File: config.mk
export PLATFORM = sky130hd
export DESIGN_NAME = pio_dma_guard
export DESIGN_NICKNAME = d
export VERILOG_FILES = /design/src/rtl/pio_guard_pkg.sv /design/src/rtl/pio_guard_csr.sv /design/src/rtl/pio_guard_path.sv /design/src/rtl/pio_guard_smi.sv /design/src/rtl/pio_dma_guard.sv
export SDC_FILE = /design/constraint.sdc
export NUM_CORES = 1
export LEC_CHECK = 0
export BUFFER_PORTS_ARGS = -buffer_cell sky130_fd_sc_hd__buf_2
export CAP_MARGIN = 20
export CORE_AREA = 2 2 70 72
export CTS_CLUSTER_SIZE = 25
export DETAILED_ROUTE_END_ITERATION = 8
export DIE_AREA = 0 0 72 74
export PLACE_DENSITY = 0.73
export SYNTH_ARGS = -nofsm -noshare
export SYNTH_HDL_FRONTEND = slang
export SYNTH_SLANG_ARGS = --single-unit
export TNS_END_PERCENT = 5
File: constraint.sdc
create_clock -name clk -period 1.1 [get_ports clk]
set_input_delay 0.11 -clock clk [delete_from_list [all_inputs] [get_ports clk]]
set_output_delay 0.11 -clock clk [all_outputs]
set_load 0.05 [all_outputs]
File: src/rtl/pio_guard_pkg.sv
package pio_guard_pkg;
   localparam int N_SRC     = 5;
   localparam int FLAG_BASE = 32;
   localparam int BLK_BIT   = 8;

   localparam int SRC_UNEXP = 0;
   localparam int SRC_IOWR  = 1;
   localparam int SRC_STALE = 2;
   localparam int SRC_RESP  = 3;
   localparam int SRC_PIO   = 4;

   // sources that feed the master error level (flag 33 only drives the SMI)
   localparam logic [N_SRC-1:0] ERR_CLASS = 5'b11101;

   typedef struct packed {
      logic         req;
      logic         wr;
   } acc_ctl_t;
endpackage

File: src/rtl/pio_guard_csr.sv
module pio_guard_csr
   import pio_guard_pkg::*;
#(
   parameter int CSR_W = 64
) (
   input  logic             clk,
   input  logic             rst_n,
   input  logic             wr_en,
   input  logic [CSR_W-1:0] wr_data,
   input  logic [N_SRC-1:0] ev,
   output logic [N_SRC-1:0] en_o,
   output logic             blk_o,
   output logic [N_SRC-1:0] flag_o,
   output logic [CSR_W-1:0] rd_data
);
   localparam int TOP_USED = FLAG_BASE + N_SRC;

   if (CSR_W < TOP_USED) begin : g_width_bad
      $error("pio_guard_csr: CSR_W too small for flag field");
   end

   logic [N_SRC-1:0] en_q;
   logic             blk_q;
   logic [N_SRC-1:0] flag_q;

   always_ff @(posedge clk) begin
      if (!rst_n) begin
         en_q  <= '0;
         blk_q <= 1'b0;
      end else if (wr_en) begin
         en_q  <= wr_data[N_SRC-1:0];
         blk_q <= wr_data[BLK_BIT];
      end
   end

   for (genvar i = 0; i < N_SRC; i++) begin : g_flag
      logic q;
      logic clr;
      logic set;
      assign clr = wr_en & wr_data[FLAG_BASE+i];
      assign set = ev[i] & en_q[i];
      always_ff @(posedge clk) begin
         if (!rst_n) q <= 1'b0;
         else        q <= set | (q & ~clr);
      end
      assign flag_q[i] = q;
   end

   always_comb begin
      rd_data                     = '0;
      rd_data[N_SRC-1:0]          = en_q;
      rd_data[BLK_BIT]            = blk_q;
      rd_data[FLAG_BASE +: N_SRC] = flag_q;
   end

   assign en_o   = en_q;
   assign blk_o  = blk_q;
   assign flag_o = flag_q;
endmodule

File: src/rtl/pio_guard_path.sv
module pio_guard_path
   import pio_guard_pkg::*;
#(
   parameter int          ADDR_W      = 4,
   parameter int          DATA_W      = 8,
   parameter logic [7:0]  BLOCK_RD    = 8'h80,
   parameter bit          DEV_QUIET   = 1'b1
) (
   input  logic              host_req,
   input  logic              host_wr,
   input  logic [ADDR_W-1:0] host_addr,
   input  logic [DATA_W-1:0] host_wdata,
   output logic [DATA_W-1:0] host_rdata,
   output logic              dev_req,
   output logic              dev_wr,
   output logic [ADDR_W-1:0] dev_addr,
   output logic [DATA_W-1:0] dev_wdata,
   input  logic [DATA_W-1:0] dev_rdata,
   input  logic              dma_active,
   input  logic              blk,
   input  logic              pio_err_en,
   input  logic              smi_pio_en,
   output logic              pio_dma,
   output logic              pio_wr_dma
);
   localparam logic [DATA_W-1:0] FAKE_RD = DATA_W'(BLOCK_RD);

   if (DATA_W < 8) begin : g_data_bad
      $error("pio_guard_path: DATA_W must be at least 8");
   end
   if (ADDR_W < 1) begin : g_addr_bad
      $error("pio_guard_path: ADDR_W must be positive");
   end

   acc_ctl_t ctl;
   logic     blocked;

   assign pio_dma    = host_req & dma_active;
   assign pio_wr_dma = pio_dma & host_wr;
   assign blocked    = pio_dma & blk & ~pio_err_en & ~smi_pio_en;

   always_comb begin
      ctl.req = host_req & ~blocked;
      ctl.wr  = host_wr;
   end

   assign dev_req    = ctl.req;
   assign host_rdata = blocked ? FAKE_RD : dev_rdata;

   if (DEV_QUIET) begin : g_quiet
      assign dev_wr    = ctl.req & ctl.wr;
      assign dev_addr  = ctl.req ? host_addr  : '0;
      assign dev_wdata = ctl.req ? host_wdata : '0;
   end else begin : g_raw
      assign dev_wr    = ctl.wr;
      assign dev_addr  = host_addr;
      assign dev_wdata = host_wdata;
   end
endmodule

File: src/rtl/pio_guard_smi.sv
module pio_guard_smi (
   input  logic clk,
   input  logic rst_n,
   input  logic raise_wr,
   input  logic raise_pio,
   input  logic ack,
   output logic smi_req,
   output logic stale
);
   logic raise;
   logic req_q;

   assign raise = raise_wr | raise_pio;
   assign stale = raise & req_q & ~ack;

   always_ff @(posedge clk) begin
      if (!rst_n) req_q <= 1'b0;
      else        req_q <= raise | (req_q & ~ack);
   end

   assign smi_req = req_q;
endmodule

File: src/rtl/pio_dma_guard.sv
module pio_dma_guard
   import pio_guard_pkg::*;
#(
   parameter int         CSR_W     = 64,
   parameter int         ADDR_W    = 4,
   parameter int         DATA_W    = 8,
   parameter logic [7:0] BLOCK_RD  = 8'h80,
   parameter bit         DEV_QUIET = 1'b1
) (
   input  logic              clk,
   input  logic              rst_n,
   input  logic              csr_wr_en,
   input  logic [CSR_W-1:0]  csr_wr_data,
   output logic [CSR_W-1:0]  csr_rd_data,
   input  logic              host_req,
   input  logic              host_wr,
   input  logic [ADDR_W-1:0] host_addr,
   input  logic [DATA_W-1:0] host_wdata,
   output logic [DATA_W-1:0] host_rdata,
   output logic              dev_req,
   output logic              dev_wr,
   output logic [ADDR_W-1:0] dev_addr,
   output logic [DATA_W-1:0] dev_wdata,
   input  logic [DATA_W-1:0] dev_rdata,
   input  logic              dma_active,
   input  logic              unexp_type,
   input  logic              resp_excep,
   input  logic              smi_pio_en,
   input  logic              smi_ack,
   output logic              err_o,
   output logic              smi_req
);
   logic [N_SRC-1:0] en;
   logic [N_SRC-1:0] flag;
   logic [N_SRC-1:0] ev;
   logic             blk;
   logic             pio_dma;
   logic             pio_wr_dma;
   logic             stale;
   logic             iowr_ev;

   pio_guard_csr #(.CSR_W(CSR_W)) u_csr (
      .clk     (clk),
      .rst_n   (rst_n),
      .wr_en   (csr_wr_en),
      .wr_data (csr_wr_data),
      .ev      (ev),
      .en_o    (en),
      .blk_o   (blk),
      .flag_o  (flag),
      .rd_data (csr_rd_data)
   );

   pio_guard_path #(
      .ADDR_W    (ADDR_W),
      .DATA_W    (DATA_W),
      .BLOCK_RD  (BLOCK_RD),
      .DEV_QUIET (DEV_QUIET)
   ) u_path (
      .host_req   (host_req),
      .host_wr    (host_wr),
      .host_addr  (host_addr),
      .host_wdata (host_wdata),
      .host_rdata (host_rdata),
      .dev_req    (dev_req),
      .dev_wr     (dev_wr),
      .dev_addr   (dev_addr),
      .dev_wdata  (dev_wdata),
      .dev_rdata  (dev_rdata),
      .dma_active (dma_active),
      .blk        (blk),
      .pio_err_en (en[SRC_PIO]),
      .smi_pio_en (smi_pio_en),
      .pio_dma    (pio_dma),
      .pio_wr_dma (pio_wr_dma)
   );

   assign iowr_ev = pio_wr_dma & blk;

   pio_guard_smi u_smi (
      .clk       (clk),
      .rst_n     (rst_n),
      .raise_wr  (iowr_ev & en[SRC_IOWR]),
      .raise_pio (smi_pio_en & pio_dma),
      .ack       (smi_ack),
      .smi_req   (smi_req),
      .stale     (stale)
   );

   always_comb begin
      ev            = '0;
      ev[SRC_UNEXP] = unexp_type;
      ev[SRC_IOWR]  = iowr_ev;
      ev[SRC_STALE] = stale;
      ev[SRC_RESP]  = resp_excep;
      ev[SRC_PIO]   = pio_dma;
   end

   assign err_o = |(flag & en & ERR_CLASS);
endmodule

==> impl_results.md <==
* Post-Syn Instances at 136
* Fin cells at 265
* Yosys cell types at 24
* Post-synth EDFFs at 0
* Initial antenna violation count at 3
* Detailed Route Iter0 Violations at 14
* Mapped Area at 0.00115 mm^2
* Max clock buf depth at 2
* Failing checks: negative setup slack
* GRT Residual Overflow at 0
* Worst hold endpoint: u_csr.en_o[0]$_SDFFE_PN0P_
* Area added between synthesis and finish at 47.8%
* Chip Height at 74 um
* Largest net degree at the start of global routing at 15
* Avg Cell Area, Syn at 8.43 um^2
* Power per Cell Area at 1180 mW/mm^2
* Worst Path Class, Setup: reg -> out
* Final setup skew at 0.000368 ns
* Cell count after placement at 259
* Final Slew Violations at 0
* Leakage at 0.926 nW
* Synth cell count leaders: buf_4 (60), dfxtp_1 (12), nor2b_1 (10)
* Count leader, synth: buf_4
* Layout cells sized above 1 at 54.1%
* Hold Crit Depth at 3
* Prevailing post-synth register cell: dfxtp_1
* Peak Freq at 673 MHz
* Initial Utilization at 24.9%
* Asr flop ratio synth at 0%
* Cell area after layout at 0.00169 mm^2
* Drc violations at 0
* CTS buffer count at 3
* Clock Latency Late Sink at 0.25 ns
* Global-route wire length before repair at 4860 um
* Port-buffer cells at 75
* Worst hold start: csr_wr_data[0]
* Die width at 72 um
* Area leader, netlist: buf_4
* # setup viols final at 23
* Max VDD drop at 0.000665 V
* R2R cell count at 4
* Hold_buf cts at 0
* Post-CTS setup buffer count at 0
* Core area at 0.00460 mm^2
* Fin Setup TNS at -7.28 ns
* Post-route ant nets at 0
* Final worst slack at -0.387 ns
* Critical Path Fanout Max at 8
* CTS tree: built
* Crit. End Element: output pin
* Total track usage at 12.8%
* Row Count at 25
* FF+latch count, synth at 12
* Vias in the first global route at 868
* Area post-placement at 0.00138 mm^2
* RSZ-0062 raised after global routing: true
* Reg2Reg Setup Slack at 0.10 ns
* Hold Path Class: in -> reg
* Top cell type's share of synthesized area at 39.3%
* Final wirelength at 3460 um
* Endpoint arrival time on the critical path at 1.38 ns
* R2r startpoint: u_csr.blk_o$_SDFFE_PN0P_
* Routed WL per cell at 13.0 um
* Area contributors post-synth: buf_4 (39%), dfxtp_1 (21%), and2_4 (6.9%), nor2b_1 (5.5%), mux2i_1 (5.2%)
* Die area at 0.00533 mm^2
* Nets at 304
* R2R Path End: u_csr.g_flag[2].q$_SDFF_PN0_
* Detail Placement HPWL at 3020 um
* Dpl ws at -0.244 ns
* Top-Level Pins at 182
* Required time worst endpoint at 0.99 ns
* Critical Path Source Type: flop
* H-tree depth at 1
* Fin crit period at 1.49 ns
* Total clock sinks at 12
* Outcome: finished, violations left
* Drt first pass iters at 4
* Root buffer cell: clkbuf_8
* Seq/Total Area, Yosys at 21.0%
* Gpl congestion at 0.719
* Via count at 995
* Final period util at 135%
* Fin. Hold Viols at 0
* Post-DR vias/cell at 3.75
* Max-Cap Viols at 0
* Clock-pin transition on the worst setup and hold timing paths at 0.05 ns
* Yosys warnings at 0
==> how the worst max path moves through the flow <==
stage	start	endpoint
6_report	u_csr.en_o[4]$_SDFFE_PN0P_	host_rdata[7]
5_1_grt	u_csr.blk_o$_SDFFE_PN0P_	host_rdata[7]
4_1_cts	u_csr.blk_o$_SDFFE_PN0P_	host_rdata[7]
3_5_place_dp	u_csr.en_o[4]$_SDFFE_PN0P_	host_rdata[7]
3_3_place_gp	u_csr.en_o[4]$_SDFFE_PN0P_	host_rdata[0]
2_1_floorplan	u_csr.blk_o$_SDFFE_PN0P_	dev_addr[0]
==> timing repair <==
item	4_1_cts	5_1_grt
hold endpoints to repair	0	0
setup endpoints to repair	24	23
resized for setup	66	15
pin swaps	11	13
==> final cells by class <==
cell class / instances / area (um^2)
antenna: 2 / 5.00
sequential: 12 / 246
clock buffer: 4 / 55.1
timing repair buffer: 80 / 656
fill: 471 / 2900
multi-input combinational: 112 / 661
tap: 54 / 67.6
inverter: 1 / 3.75
==> cell usage in the layout, fill, tap and decap left out, types with 5 or more instances in the layout <==
cell type / n
nor2b_1: 10
conb_1: 53
mux2i_1: 6
buf_2: 51
dfxtp_1: 7
dfxtp_2: 5
and2_4: 20
buf_8: 19
nand2_1: 6
==> registers in the layout, indices dropped and copies added, names as in the netlist <==
name,flops
u_csr.blk_o,1
u_csr.g_flag.q,5
u_csr.en_o,5
u_smi.smi_req,1
==> power breakdown <==
group / switching (W) / leakage (nW) / internal (W)
registers: 0.0000164 / 0.0999 / 0.000456
logic: 0.000756 / 0.797 / 0.000287
clock network: 0.000175 / 0.0288 / 0.000317
==> critical path, cell delays in order, from the launching register on <==
cell and delay (ns):
dfxtp_2 0.33, nor3b_4 0.19, nand3_1 0.11, buf_6 0.14, or2b_4 0.20, buf_8 0.14
==> cell families (layout without fill, tap and decap cells) <==
family                 count (synthesis)  count (layout)  share of synthesized area, %
buffers and inverters                 64              85                          41.4
AOI/OAI and AO/OA                     12              12                          8.08
and+or+nand+nor                       41              41                          24.0
muxes                                  6               6                          5.24
other                                  1              55                         0.327
DFF                                   12              12                          21.0
==> layer usage <==
metal  global-route usage (%)  part of all wire, %
met3                     7.45                   17
met5                        0                    0
met4                     5.66                  1.6
met1                     16.0                   42
met2                     17.7                   40
==> stage by stage <==
step | power [W] | util [%] | hold WS [ns]
global placement | 0.00139 | 30.1 | 0.364
global route | 0.00209 | 36.8 | 0.132
finish | 0.00201 | 36.8 | 0.123
floorplan | 0.00138 | - | 0.238
CTS | 0.00200 | 35.5 | 0.112
detailed placement | 0.00140 | 30.1 | 0.376
No activity file was read; power rests on OpenSTA's default activity.
